$ cat src/rtl/sdr_pwr_pkg.sv
package sdr_pwr_pkg;

  typedef enum logic [2:0] {
    CMD_NOP   = 3'd0,
    CMD_PALL  = 3'd1,
    CMD_REF   = 3'd2,
    CMD_MRS   = 3'd3,
    CMD_SELF  = 3'd4,
    CMD_SELFX = 3'd5
  } sdr_cmd_e;

  typedef enum logic [2:0] {
    ST_UNINIT,
    ST_INIT_REF,
    ST_INIT_MRS,
    ST_INIT_FIN,
    ST_NORMAL,
    ST_ENTER,
    ST_SELFREF,
    ST_EXIT
  } seq_state_e;

endpackage

$ cat src/rtl/sdr_gap_timer.sv
module sdr_gap_timer #(
  parameter int CW = 4
) (
  input  logic          clk,
  input  logic          rst_n,
  input  logic          load,
  input  logic [CW-1:0] load_val,
  output logic          expired
);

  logic [CW-1:0] cnt_q;
  logic [CW-1:0] cnt_d;
  logic          cnt_en;

  always_comb begin
    cnt_en = load || (cnt_q != '0);
    cnt_d  = load ? load_val : (cnt_q - 1'b1);
  end

  always_ff @(posedge clk or negedge rst_n) begin
    if (!rst_n) begin
      cnt_q <= '0;
    end else if (cnt_en) begin
      cnt_q <= cnt_d;
    end
  end

  assign expired = (cnt_q == '0);

  // an idle timer never wraps around from zero
  a_r2_gap_rests_at_zero: assert property (@(posedge clk) disable iff (!rst_n)
    (!load && expired) |=> expired);

endmodule

$ cat src/rtl/sdr_mode_word.sv
module sdr_mode_word #(
  parameter int MODE_W = 13
) (
  input  logic [2:0]        bl_code,
  input  logic [2:0]        cas_lat,
  input  logic              wr_burst,
  output logic [MODE_W-1:0] word
);

  always_comb begin
    word      = '0;
    word[2:0] = bl_code;
    word[6:4] = cas_lat;
    word[9]   = ~wr_burst;
  end

endmodule

$ cat src/rtl/sdr_ctl_regs.sv
module sdr_ctl_regs (
  input  logic       clk,
  input  logic       rst_n,
  input  logic       ctl_we,
  input  logic       ctl_self,
  input  logic [2:0] ctl_rcnt,
  input  logic       self_clr,
  input  logic       acc_req,
  input  logic       ready_q,
  output logic       self_q,
  output logic [2:0] rcnt_q,
  output logic       pend_q
);

  logic self_d;
  logic self_en;
  logic pend_d;
  logic pend_en;

  always_comb begin
    self_en = ctl_we || self_clr;
    self_d  = ctl_we ? ctl_self : 1'b0;
    pend_en = ready_q || acc_req;
    pend_d  = ready_q ? 1'b0 : 1'b1;
  end

  always_ff @(posedge clk or negedge rst_n) begin
    if (!rst_n) begin
      self_q <= 1'b0;
      rcnt_q <= 3'd0;
      pend_q <= 1'b0;
    end else begin
      if (self_en) self_q <= self_d;
      if (ctl_we)  rcnt_q <= ctl_rcnt;
      if (pend_en) pend_q <= pend_d;
    end
  end

  // a held access survives until ready is granted
  a_r9_pend_held: assert property (@(posedge clk) disable iff (!rst_n)
    (pend_q && !ready_q) |=> pend_q);

  // a pending access is released once ready has been seen
  a_r9_pend_released: assert property (@(posedge clk) disable iff (!rst_n)
    (ready_q && !acc_req) |=> !pend_q);

endmodule

$ cat src/rtl/sdr_seq_fsm.sv
module sdr_seq_fsm
  import sdr_pwr_pkg::*;
#(
  parameter int T_RP      = 3,
  parameter int T_RFC     = 7,
  parameter int T_MRD     = 2,
  parameter int T_XSR     = 10,
  parameter int INIT_REFS = 8,
  parameter int MODE_W    = 13,
  parameter int CW        = 4
) (
  input  logic              clk,
  input  logic              rst_n,
  input  logic              pon_go,
  input  logic              self_q,
  input  logic [2:0]        rcnt_q,
  input  logic              pend_q,
  input  logic              acc_req,
  input  logic              gap_expired,
  input  logic [MODE_W-1:0] mode_calc,
  output sdr_cmd_e          cmd_q,
  output logic              ready_q,
  output logic              in_self_q,
  output logic [MODE_W-1:0] mode_q,
  output logic              self_clr,
  output logic              gap_load,
  output logic [CW-1:0]     gap_val
);

  localparam int RMAX = (INIT_REFS > 7) ? INIT_REFS : 7;
  localparam int RW   = $clog2(RMAX + 1);

  localparam logic [CW-1:0] GAP_RP  = CW'(T_RP - 1);
  localparam logic [CW-1:0] GAP_RFC = CW'(T_RFC - 1);
  localparam logic [CW-1:0] GAP_MRD = CW'(T_MRD - 1);
  localparam logic [CW-1:0] GAP_XSR = CW'(T_XSR - 1);

  seq_state_e        st_q, st_d;
  logic [RW-1:0]     rleft_q, rleft_d;
  sdr_cmd_e          cmd_d;
  logic              ready_d;
  logic              in_self_d;
  logic [MODE_W-1:0] mode_d;

  always_comb begin
    st_d     = st_q;
    rleft_d  = rleft_q;
    cmd_d    = CMD_NOP;
    gap_load = 1'b0;
    gap_val  = '0;
    self_clr = 1'b0;

    case (st_q)
      ST_UNINIT: begin
        if (pon_go) begin
          cmd_d    = CMD_PALL;
          gap_load = 1'b1;
          gap_val  = GAP_RP;
          rleft_d  = RW'(INIT_REFS);
          st_d     = ST_INIT_REF;
        end
      end
      ST_INIT_REF: begin
        if (gap_expired) begin
          cmd_d    = CMD_REF;
          gap_load = 1'b1;
          gap_val  = GAP_RFC;
          rleft_d  = rleft_q - 1'b1;
          if (rleft_q == RW'(1)) st_d = ST_INIT_MRS;
        end
      end
      ST_INIT_MRS: begin
        if (gap_expired) begin
          cmd_d    = CMD_MRS;
          gap_load = 1'b1;
          gap_val  = GAP_MRD;
          st_d     = ST_INIT_FIN;
        end
      end
      ST_INIT_FIN: begin
        if (gap_expired) st_d = ST_NORMAL;
      end
      ST_NORMAL: begin
        if (pon_go) begin
          cmd_d    = CMD_PALL;
          gap_load = 1'b1;
          gap_val  = GAP_RP;
          rleft_d  = RW'(INIT_REFS);
          st_d     = ST_INIT_REF;
        end else if (self_q && !acc_req && !pend_q) begin
          if (rcnt_q == 3'd0) begin
            cmd_d = CMD_SELF;
            st_d  = ST_SELFREF;
          end else begin
            cmd_d    = CMD_REF;
            gap_load = 1'b1;
            gap_val  = GAP_RFC;
            rleft_d  = RW'(rcnt_q) - 1'b1;
            st_d     = ST_ENTER;
          end
        end
      end
      ST_ENTER: begin
        if (gap_expired) begin
          if (rleft_q != '0) begin
            cmd_d    = CMD_REF;
            gap_load = 1'b1;
            gap_val  = GAP_RFC;
            rleft_d  = rleft_q - 1'b1;
          end else begin
            cmd_d = CMD_SELF;
            st_d  = ST_SELFREF;
          end
        end
      end
      ST_SELFREF: begin
        if (!self_q || pend_q) begin
          cmd_d    = CMD_SELFX;
          gap_load = 1'b1;
          gap_val  = GAP_XSR;
          rleft_d  = RW'(rcnt_q);
          self_clr = pend_q;
          st_d     = ST_EXIT;
        end
      end
      ST_EXIT: begin
        if (gap_expired) begin
          if (rleft_q != '0) begin
            cmd_d    = CMD_REF;
            gap_load = 1'b1;
            gap_val  = GAP_RFC;
            rleft_d  = rleft_q - 1'b1;
          end else begin
            st_d = ST_NORMAL;
          end
        end
      end
      default: st_d = ST_UNINIT;
    endcase

    ready_d   = (st_d == ST_NORMAL);
    in_self_d = (cmd_d == CMD_SELF) ? 1'b1 :
                (cmd_d == CMD_SELFX) ? 1'b0 : in_self_q;
    mode_d    = (cmd_d == CMD_MRS) ? mode_calc : '0;
  end

  always_ff @(posedge clk or negedge rst_n) begin
    if (!rst_n) begin
      st_q      <= ST_UNINIT;
      rleft_q   <= '0;
      cmd_q     <= CMD_NOP;
      ready_q   <= 1'b0;
      in_self_q <= 1'b0;
      mode_q    <= '0;
    end else begin
      st_q      <= st_d;
      rleft_q   <= rleft_d;
      cmd_q     <= cmd_d;
      ready_q   <= ready_d;
      in_self_q <= in_self_d;
      mode_q    <= mode_d;
    end
  end

  // the bus is quiet while the normal path owns it
  a_r8_ready_quiet: assert property (@(posedge clk) disable iff (!rst_n)
    ready_q |-> (cmd_q == CMD_NOP));

  // no access grant while the memory sleeps
  a_r8_asleep_not_ready: assert property (@(posedge clk) disable iff (!rst_n)
    in_self_q |-> !ready_q);

  // status follows the sleep command
  a_r11_self_sets: assert property (@(posedge clk) disable iff (!rst_n)
    (cmd_q == CMD_SELF) |-> in_self_q);

  // status follows the wake command
  a_r11_selfx_clears: assert property (@(posedge clk) disable iff (!rst_n)
    (cmd_q == CMD_SELFX) |-> !in_self_q);

  // a pending access wakes the memory on the next cycle
  a_r7_access_wakes: assert property (@(posedge clk) disable iff (!rst_n)
    (st_q == ST_SELFREF && pend_q) |=> (cmd_q == CMD_SELFX));

  // the mode word is zero outside the MRS cycle
  a_r3_word_idle_zero: assert property (@(posedge clk) disable iff (!rst_n)
    (cmd_q != CMD_MRS) |-> (mode_q == '0));

endmodule

$ cat src/rtl/sdr_pwr_seq.sv
module sdr_pwr_seq
  import sdr_pwr_pkg::*;
#(
  parameter int T_RP      = 3,
  parameter int T_RFC     = 7,
  parameter int T_MRD     = 2,
  parameter int T_XSR     = 10,
  parameter int INIT_REFS = 8,
  parameter int MODE_W    = 13
) (
  input  logic              clk,
  input  logic              rst_n,
  input  logic              ctl_we,
  input  logic              ctl_pon,
  input  logic              ctl_self,
  input  logic [2:0]        ctl_rcnt,
  input  logic [2:0]        cfg_bl,
  input  logic [2:0]        cfg_cl,
  input  logic              cfg_wbst,
  input  logic              acc_req,
  output logic [2:0]        cmd,
  output logic [MODE_W-1:0] mode_word,
  output logic              ready,
  output logic              in_self,
  output logic              acc_pend
);

  localparam int GAP_MAX_A = (T_RP > T_RFC) ? T_RP : T_RFC;
  localparam int GAP_MAX_B = (T_MRD > T_XSR) ? T_MRD : T_XSR;
  localparam int GAP_MAX   = (GAP_MAX_A > GAP_MAX_B) ? GAP_MAX_A : GAP_MAX_B;
  localparam int CW        = $clog2(GAP_MAX + 1);

  logic              pon_go;
  logic              self_q;
  logic [2:0]        rcnt_q;
  logic              pend_q;
  logic              self_clr;
  logic              ready_q;
  logic              gap_load;
  logic [CW-1:0]     gap_val;
  logic              gap_expired;
  logic [MODE_W-1:0] mode_calc;
  sdr_cmd_e          cmd_w;

  assign pon_go = ctl_we && ctl_pon;

  sdr_ctl_regs u_regs (
    .clk      (clk),
    .rst_n    (rst_n),
    .ctl_we   (ctl_we),
    .ctl_self (ctl_self),
    .ctl_rcnt (ctl_rcnt),
    .self_clr (self_clr),
    .acc_req  (acc_req),
    .ready_q  (ready_q),
    .self_q   (self_q),
    .rcnt_q   (rcnt_q),
    .pend_q   (pend_q)
  );

  sdr_mode_word #(.MODE_W(MODE_W)) u_mword (
    .bl_code  (cfg_bl),
    .cas_lat  (cfg_cl),
    .wr_burst (cfg_wbst),
    .word     (mode_calc)
  );

  sdr_gap_timer #(.CW(CW)) u_gap (
    .clk      (clk),
    .rst_n    (rst_n),
    .load     (gap_load),
    .load_val (gap_val),
    .expired  (gap_expired)
  );

  sdr_seq_fsm #(
    .T_RP      (T_RP),
    .T_RFC     (T_RFC),
    .T_MRD     (T_MRD),
    .T_XSR     (T_XSR),
    .INIT_REFS (INIT_REFS),
    .MODE_W    (MODE_W),
    .CW        (CW)
  ) u_fsm (
    .clk         (clk),
    .rst_n       (rst_n),
    .pon_go      (pon_go),
    .self_q      (self_q),
    .rcnt_q      (rcnt_q),
    .pend_q      (pend_q),
    .acc_req     (acc_req),
    .gap_expired (gap_expired),
    .mode_calc   (mode_calc),
    .cmd_q       (cmd_w),
    .ready_q     (ready_q),
    .in_self_q   (in_self),
    .mode_q      (mode_word),
    .self_clr    (self_clr),
    .gap_load    (gap_load),
    .gap_val     (gap_val)
  );

  assign cmd      = cmd_w;
  assign ready    = ready_q;
  assign acc_pend = pend_q;

endmodule

$ cat config.mk
export PLATFORM = sky130hd
export DESIGN_NAME = sdr_pwr_seq
export DESIGN_NICKNAME = d
export VERILOG_FILES = /design/src/rtl/sdr_pwr_pkg.sv /design/src/rtl/sdr_gap_timer.sv /design/src/rtl/sdr_mode_word.sv /design/src/rtl/sdr_ctl_regs.sv /design/src/rtl/sdr_seq_fsm.sv /design/src/rtl/sdr_pwr_seq.sv
export SDC_FILE = /design/constraint.sdc
export NUM_CORES = 1
export LEC_CHECK = 0
export BUFFER_PORTS_ARGS = -buffer_cell sky130_fd_sc_hd__clkbuf_2
export CAP_MARGIN = 10
export CORE_MARGIN = 4
export CORE_UTILIZATION = 43
export CTS_BUF_LIST = sky130_fd_sc_hd__clkbuf_4 sky130_fd_sc_hd__clkbuf_8
export DETAILED_ROUTE_END_ITERATION = 10
export SLEW_MARGIN = 20
export SYNTH_ARGS = -nofsm -noshare
export SYNTH_HDL_FRONTEND = slang
export SYNTH_HIERARCHICAL = 1
export SYNTH_SLANG_ARGS = --single-unit
$ cat constraint.sdc
create_clock -name clk -period 4.31 [get_ports clk]
set_clock_uncertainty 0.05 [all_clocks]
set_input_delay 0.2155 -clock clk [delete_from_list [all_inputs] [get_ports clk]]
set_output_delay 0.2155 -clock clk [all_outputs]
set_load 0.02 [all_outputs]
After elaboration in Yosys (flattened, before gate mapping)
Cells that the tools add are included.
Word-level totals
  input bits: 16
  output and inout bits: 19
  register bits: 34
  word-level logic and storage cells: 115
Cells by class
  eq/ne operators: 19
  reduce and logical (&&, ||, !) cells: 20
  bitwise gates (word level): 1
  muxes and demuxes: 62
  $add $sub $neg: 3
Operators by type and width (number)
  $mux W3: 22
  $mux W4: 13
  $pmux W3 S8: 1
  $pmux W4 S6: 1
  $eq A3 B3 Y1 const B: 7
  $pmux W3 S7: 1
  $pmux W4 S5: 1
  $mux W1: 16
  $mux W10: 1
  $mux W2: 5
  $eq A3 B2 Y1 const B: 3
  $reduce_and A8 Y1: 1
  $reduce_bool A4 Y1: 2
  $sub A4 B1 Y4 const B: 2
  $logic_not A3 Y1: 2
  $ne A2 B1 Y1 const B: 3
  $pmux W1 S5: 1
  $reduce_bool A5 Y1: 1
  $eq A4 B1 Y1 const B: 1
  $logic_not A4 Y1: 1
  $logic_or A1 B1 Y1: 4
  $ne A2 B2 Y1 const B: 2
  $reduce_or A2 Y1: 2
  $sub A3 B1 Y4 const B: 1
  other kinds (7): 11

Logic depth before layout (Yosys ltp)
  word-level depth: 9
  depth in mapped cells: 10
  gate-level depth less buffers: 9

Hierarchy
The synthesis kept the hierarchy.
Modules (own cells, without submodules)
  sdr_seq_fsm: times used 1, sequential area each 625.6 um^2, cells each 131, area an instance 1351.3 um^2
  sdr_gap_timer: times used 1, sequential area each 100.1 um^2, cells each 22, area an instance 234.0 um^2
  sdr_ctl_regs: times used 1, sequential area each 125.1 um^2, cells each 12, area an instance 180.2 um^2
  sdr_mode_word: times used 1, sequential area each 0.0 um^2, cells each 14, area an instance 97.6 um^2
  sdr_pwr_seq: times used 1, sequential area each 0.0 um^2, cells each 1, area an instance 6.3 um^2

Worst setup path before layout
OpenSTA, ideal clock, no wires.
  path kind: reg2reg
  start: register u_gap.cnt_q[0]
  end: register u_gap.cnt_q[3]
  buffers on the path: 1
  required time: 4134 ps
  path slack: 2073 ps
  period minus slack after synthesis: 2237 ps
  arrival: 2060 ps
  stages on the path, launching flop included: 11
  cells stage by stage: dfrtp_1 -> inv_1 -> ha_1 -> nor3b_4 -> nand2_1 -> nor3_1 -> a21oi_1 -> nand2_1 -> clkbuf_1 -> nor3_1 -> a221o_1
On the way
  longest elaborated chain between the ends: 4
  elaborated cells between the ends (all ways): 8
  those cells by class: add/sub (1); mux (4); reduce/logical (3)
Ends and longest elaborated chain
  start, declared: line sdr_gap_timer.sv:11  | logic [CW-1:0] cnt_q;
  start signal, assigned: line sdr_gap_timer.sv:24  | cnt_q <= cnt_d;
  $logic_not A4 Y1 (*): line sdr_gap_timer.sv:28  | assign expired = (cnt_q == '0);
  via gap_expired: line sdr_pwr_seq.sv:41  | logic gap_expired;
  $mux W1 (on tied branches): line sdr_seq_fsm.sv:104, sdr_seq_fsm.sv:64, sdr_seq_fsm.sv:73
  $pmux W1 S5 (*): line sdr_seq_fsm.sv:53  | case (st_q)
  via gap_load: line sdr_pwr_seq.sv:39  | logic gap_load;
  $mux W4 / $logic_or A1 B1 Y1 (equally long branches): line sdr_gap_timer.sv:17, sdr_gap_timer.sv:16
The timed path passes the listed nets; every way through them passes the cells marked *.
A chain may end at the register's enable or synchronous reset.

Final worst setup path
Same ends and word-level chain as after synthesis.

==> results.toml <==
[outcome]
status = "completed"

[synth]
netlist.area_leader.share_pct = 45.52
synthTopCellsByArea = "dfrtp_1 (46%), buf_4 (5.2%), and2_1 (5.0%), ha_1 (4.0%), inv_1 (2.8%)"
ys_ff_latch = 34
syn_area_per_cell_um2 = 10.38
synthArstFlopShare_pct = 100.0
ys_warn_count = 6
post-synth-top-count-cell = "dfrtp_1"
ys.flop_type = "dfrtp_1"
synth_seq_area_share_pct = 45.52
synth_enable_flop_cells = 0
synth_largest_area_cell = "dfrtp_1"
syn_inst = 180
ys_top_cells_by_count = "dfrtp_1 (34), and2_1 (15), inv_1 (14)"
syn_area_um2 = 1869
ys_types = 52

[sta]
period_needed_ns = 2.425
setup_viol = 0
min_period_over_period_pct = 56.26
slew_violations = 0
rsz0062_at_grt = "false"
worst_pin_slew_ns = 0.8191
max_freq_mhz = 412.4
hold_violations = 0
setup_tns_ns = 0
slew_headroom_pct = 45.39

[global_route]
antenna_found_initial = 0
grt_util_all_layers_pct = 15.01
grt_max_degree = 35
grt_pass1_vias = 1418
grt_overflow = 0
grt_pass1_wl_um = 6272

[critical_path]
cp.required_ns = 4.44
critPathKind = "reg2reg"
cp_top_family = "simple AND/OR/NAND/NOR gates"
start_kind = "flip-flop"
arrival_ns = 2.55
cp_slowest_cell = "dfrtp_1"
cp_max_fo = 8
endpoint_kind = "flip-flop"
critical_path.cell_chain = "inv_1 -> ha_1 -> nor3b_4 -> nand2_1 -> nor3_1 -> a21oi_1 -> nand2_1 -> nor3_1 -> a221o_1"
max_stage_delay_ns = 0.38
path_buf_inv = 1

[hold_path]
holdCritPathClass = "in2reg"

[routing]
wl_per_cell_um = 14.15
totalWireLength_um = 3665
drtIter0Drc = 96
dr.pass1.iters = 4
antenna_left = 0
dr_total_vias = 1369
post_drt_via_cell_ratio = 5.286
drc = 0

[finish]
area_growth_pct = 12.12
final_nets = 230
drive_above_1_share_pct = 28.23
final_cells = 259
post-route-util_pct = 50.93
register_area_um2 = 850.8
multiInputGateArea_um2 = 855.8
antenna_cells = 0
fill_cells = 394

[cts]
cts_resized = 0
cts.sinks = 34
clkTransAtPathRegs_ns = 0.07
cts_buffers = 5
cts-root-buf = "clkbuf_8"
h-tree-depth = 2
clock_latency_ns = 0.29
cts_tree = "built"
cts_buffer_depth = 2

[floorplan]
ios = 35
die_x_um = 73.94
core-area_um2 = 4115
start_util_pct = 45.42
fp.dieArea_um2 = 5466
die_height_um = 73.94
rows = 23

[place]
placed_cells = 250
place.gp.congestion = 0.8232
port_buffers = 34
dp_hpwl_um = 2741

[power_and_ir_drop]
ir_worst_vdd_v = 0.0002271
total_power_mw = 1.186
power.density_nw_per_um2 = 566.1
p_leak_nw = 1.040

[run]
max_cap_violations = 0
state kept, by name, indices dropped and copies added (netlist names), 3 cells and up:
signal,cells
u_fsm/cmd_q,3
u_fsm/rleft_q,4
u_fsm/mode_q,13
u_gap/cnt_q,4
u_fsm/st_q,3
u_regs/rcnt_q,3
placed cells by master, fill, tap and decap left out, drive strengths merged, types with 2 or more instances in the layout:
master | Yosys | layout
dfrtp | 34 | 34
o221ai | 2 | 2
nor4 | 2 | 2
and2 | 15 | 15
clkbuf | 3 | 39
inv | 15 | 15
a2bb2oi | 2 | 2
nor3 | 7 | 7
mux2 | 7 | 7
nand3 | 3 | 3
nor2b | 5 | 5
o21ai | 5 | 5
mux2i | 3 | 3
nor2 | 8 | 8
nand2b | 2 | 2
nand2 | 9 | 9
xnor2 | 2 | 2
conb | 1 | 6
clkinv | 0 | 2
ha | 6 | 6
a21oi | 6 | 6
nor3b | 4 | 4
stage by stage:
stage	hold WS (ns)	instance area [um^2]	worst slack (ns)
finish	0.07256	2096	1.885
global route	0.08065	2096	1.702
CTS	0.06261	2091	1.875
detailed placement	0.3147	1991	1.895
global placement	0.2927	1991	2.020
floorplan	-0.1301	1888	2.073
worst paths after layout:
path	start	end	slack, ns	cells past startpoint
worst max-delay path	u_gap/cnt_q[0]$_DFFE_PN0P_	u_gap/cnt_q[3]$_DFFE_PN0P_	1.89	9
worst min-delay path	cfg_cl[1]	u_fsm/mode_q[5]$_DFF_PN0_	0.07	2
worst max register to register	u_gap/cnt_q[0]$_DFFE_PN0P_	u_gap/cnt_q[3]$_DFFE_PN0P_	1.89	9
worst min register to register	u_fsm/ready_q$_DFF_PN0_	u_regs/pend_q$_DFFE_PN0P_	0.37	1
max in group asynchronous	rst_n	u_gap/cnt_q[3]$_DFFE_PN0P_	3.20	2
min in group asynchronous	rst_n	u_fsm/in_self_q$_DFFE_PN0P_	0.50	2
layout make-up:
cell class              count  share of cell area (%)
multi-input cells         117                   40.84
flip-flops and latches     34                   40.60
repair buffers             35                   8.597
clock buffers               5                   3.284
well taps                  50                   2.985
inverters                  15                   2.687
clock inverters             3                   1.015
logic make-up after synthesis:
logic type	after synthesis	share of synthesized area, %
other	1	0.2006
AND/OR/NAND/NOR	62	20.68
XOR/XNOR	2	0.9373
flip-flops	34	45.52
multiplexers	10	5.823
AO/OA/AOI/OAI	31	12.85
adder cells (fa/ha/maj)	6	4.016
buffers and inverters	34	9.973
metal layers:
layer	vias up	GRT usage, %	routed length, um
li1	655	-	-
met1	667	18.03	1558
met2	40	24.90	1805
met3	7	5.405	256
met4	0	5.231	44
met5	-	0	0
repair_timing:
| item | in CTS | in global routing |
|---|---|---|
| hold buffers | 1 | 0 |
| endpoints found under the hold margin | 34 | 0 |
| buffers inserted | 0 | 0 |
where the power goes:
part           internal [mW]  switching, mW  total [mW]
registers              0.381         0.0906       0.471
clock network          0.113          0.123       0.236
logic                  0.228          0.251       0.479
total                  0.722          0.464        1.19
Power figures use the tool's default switching activity.
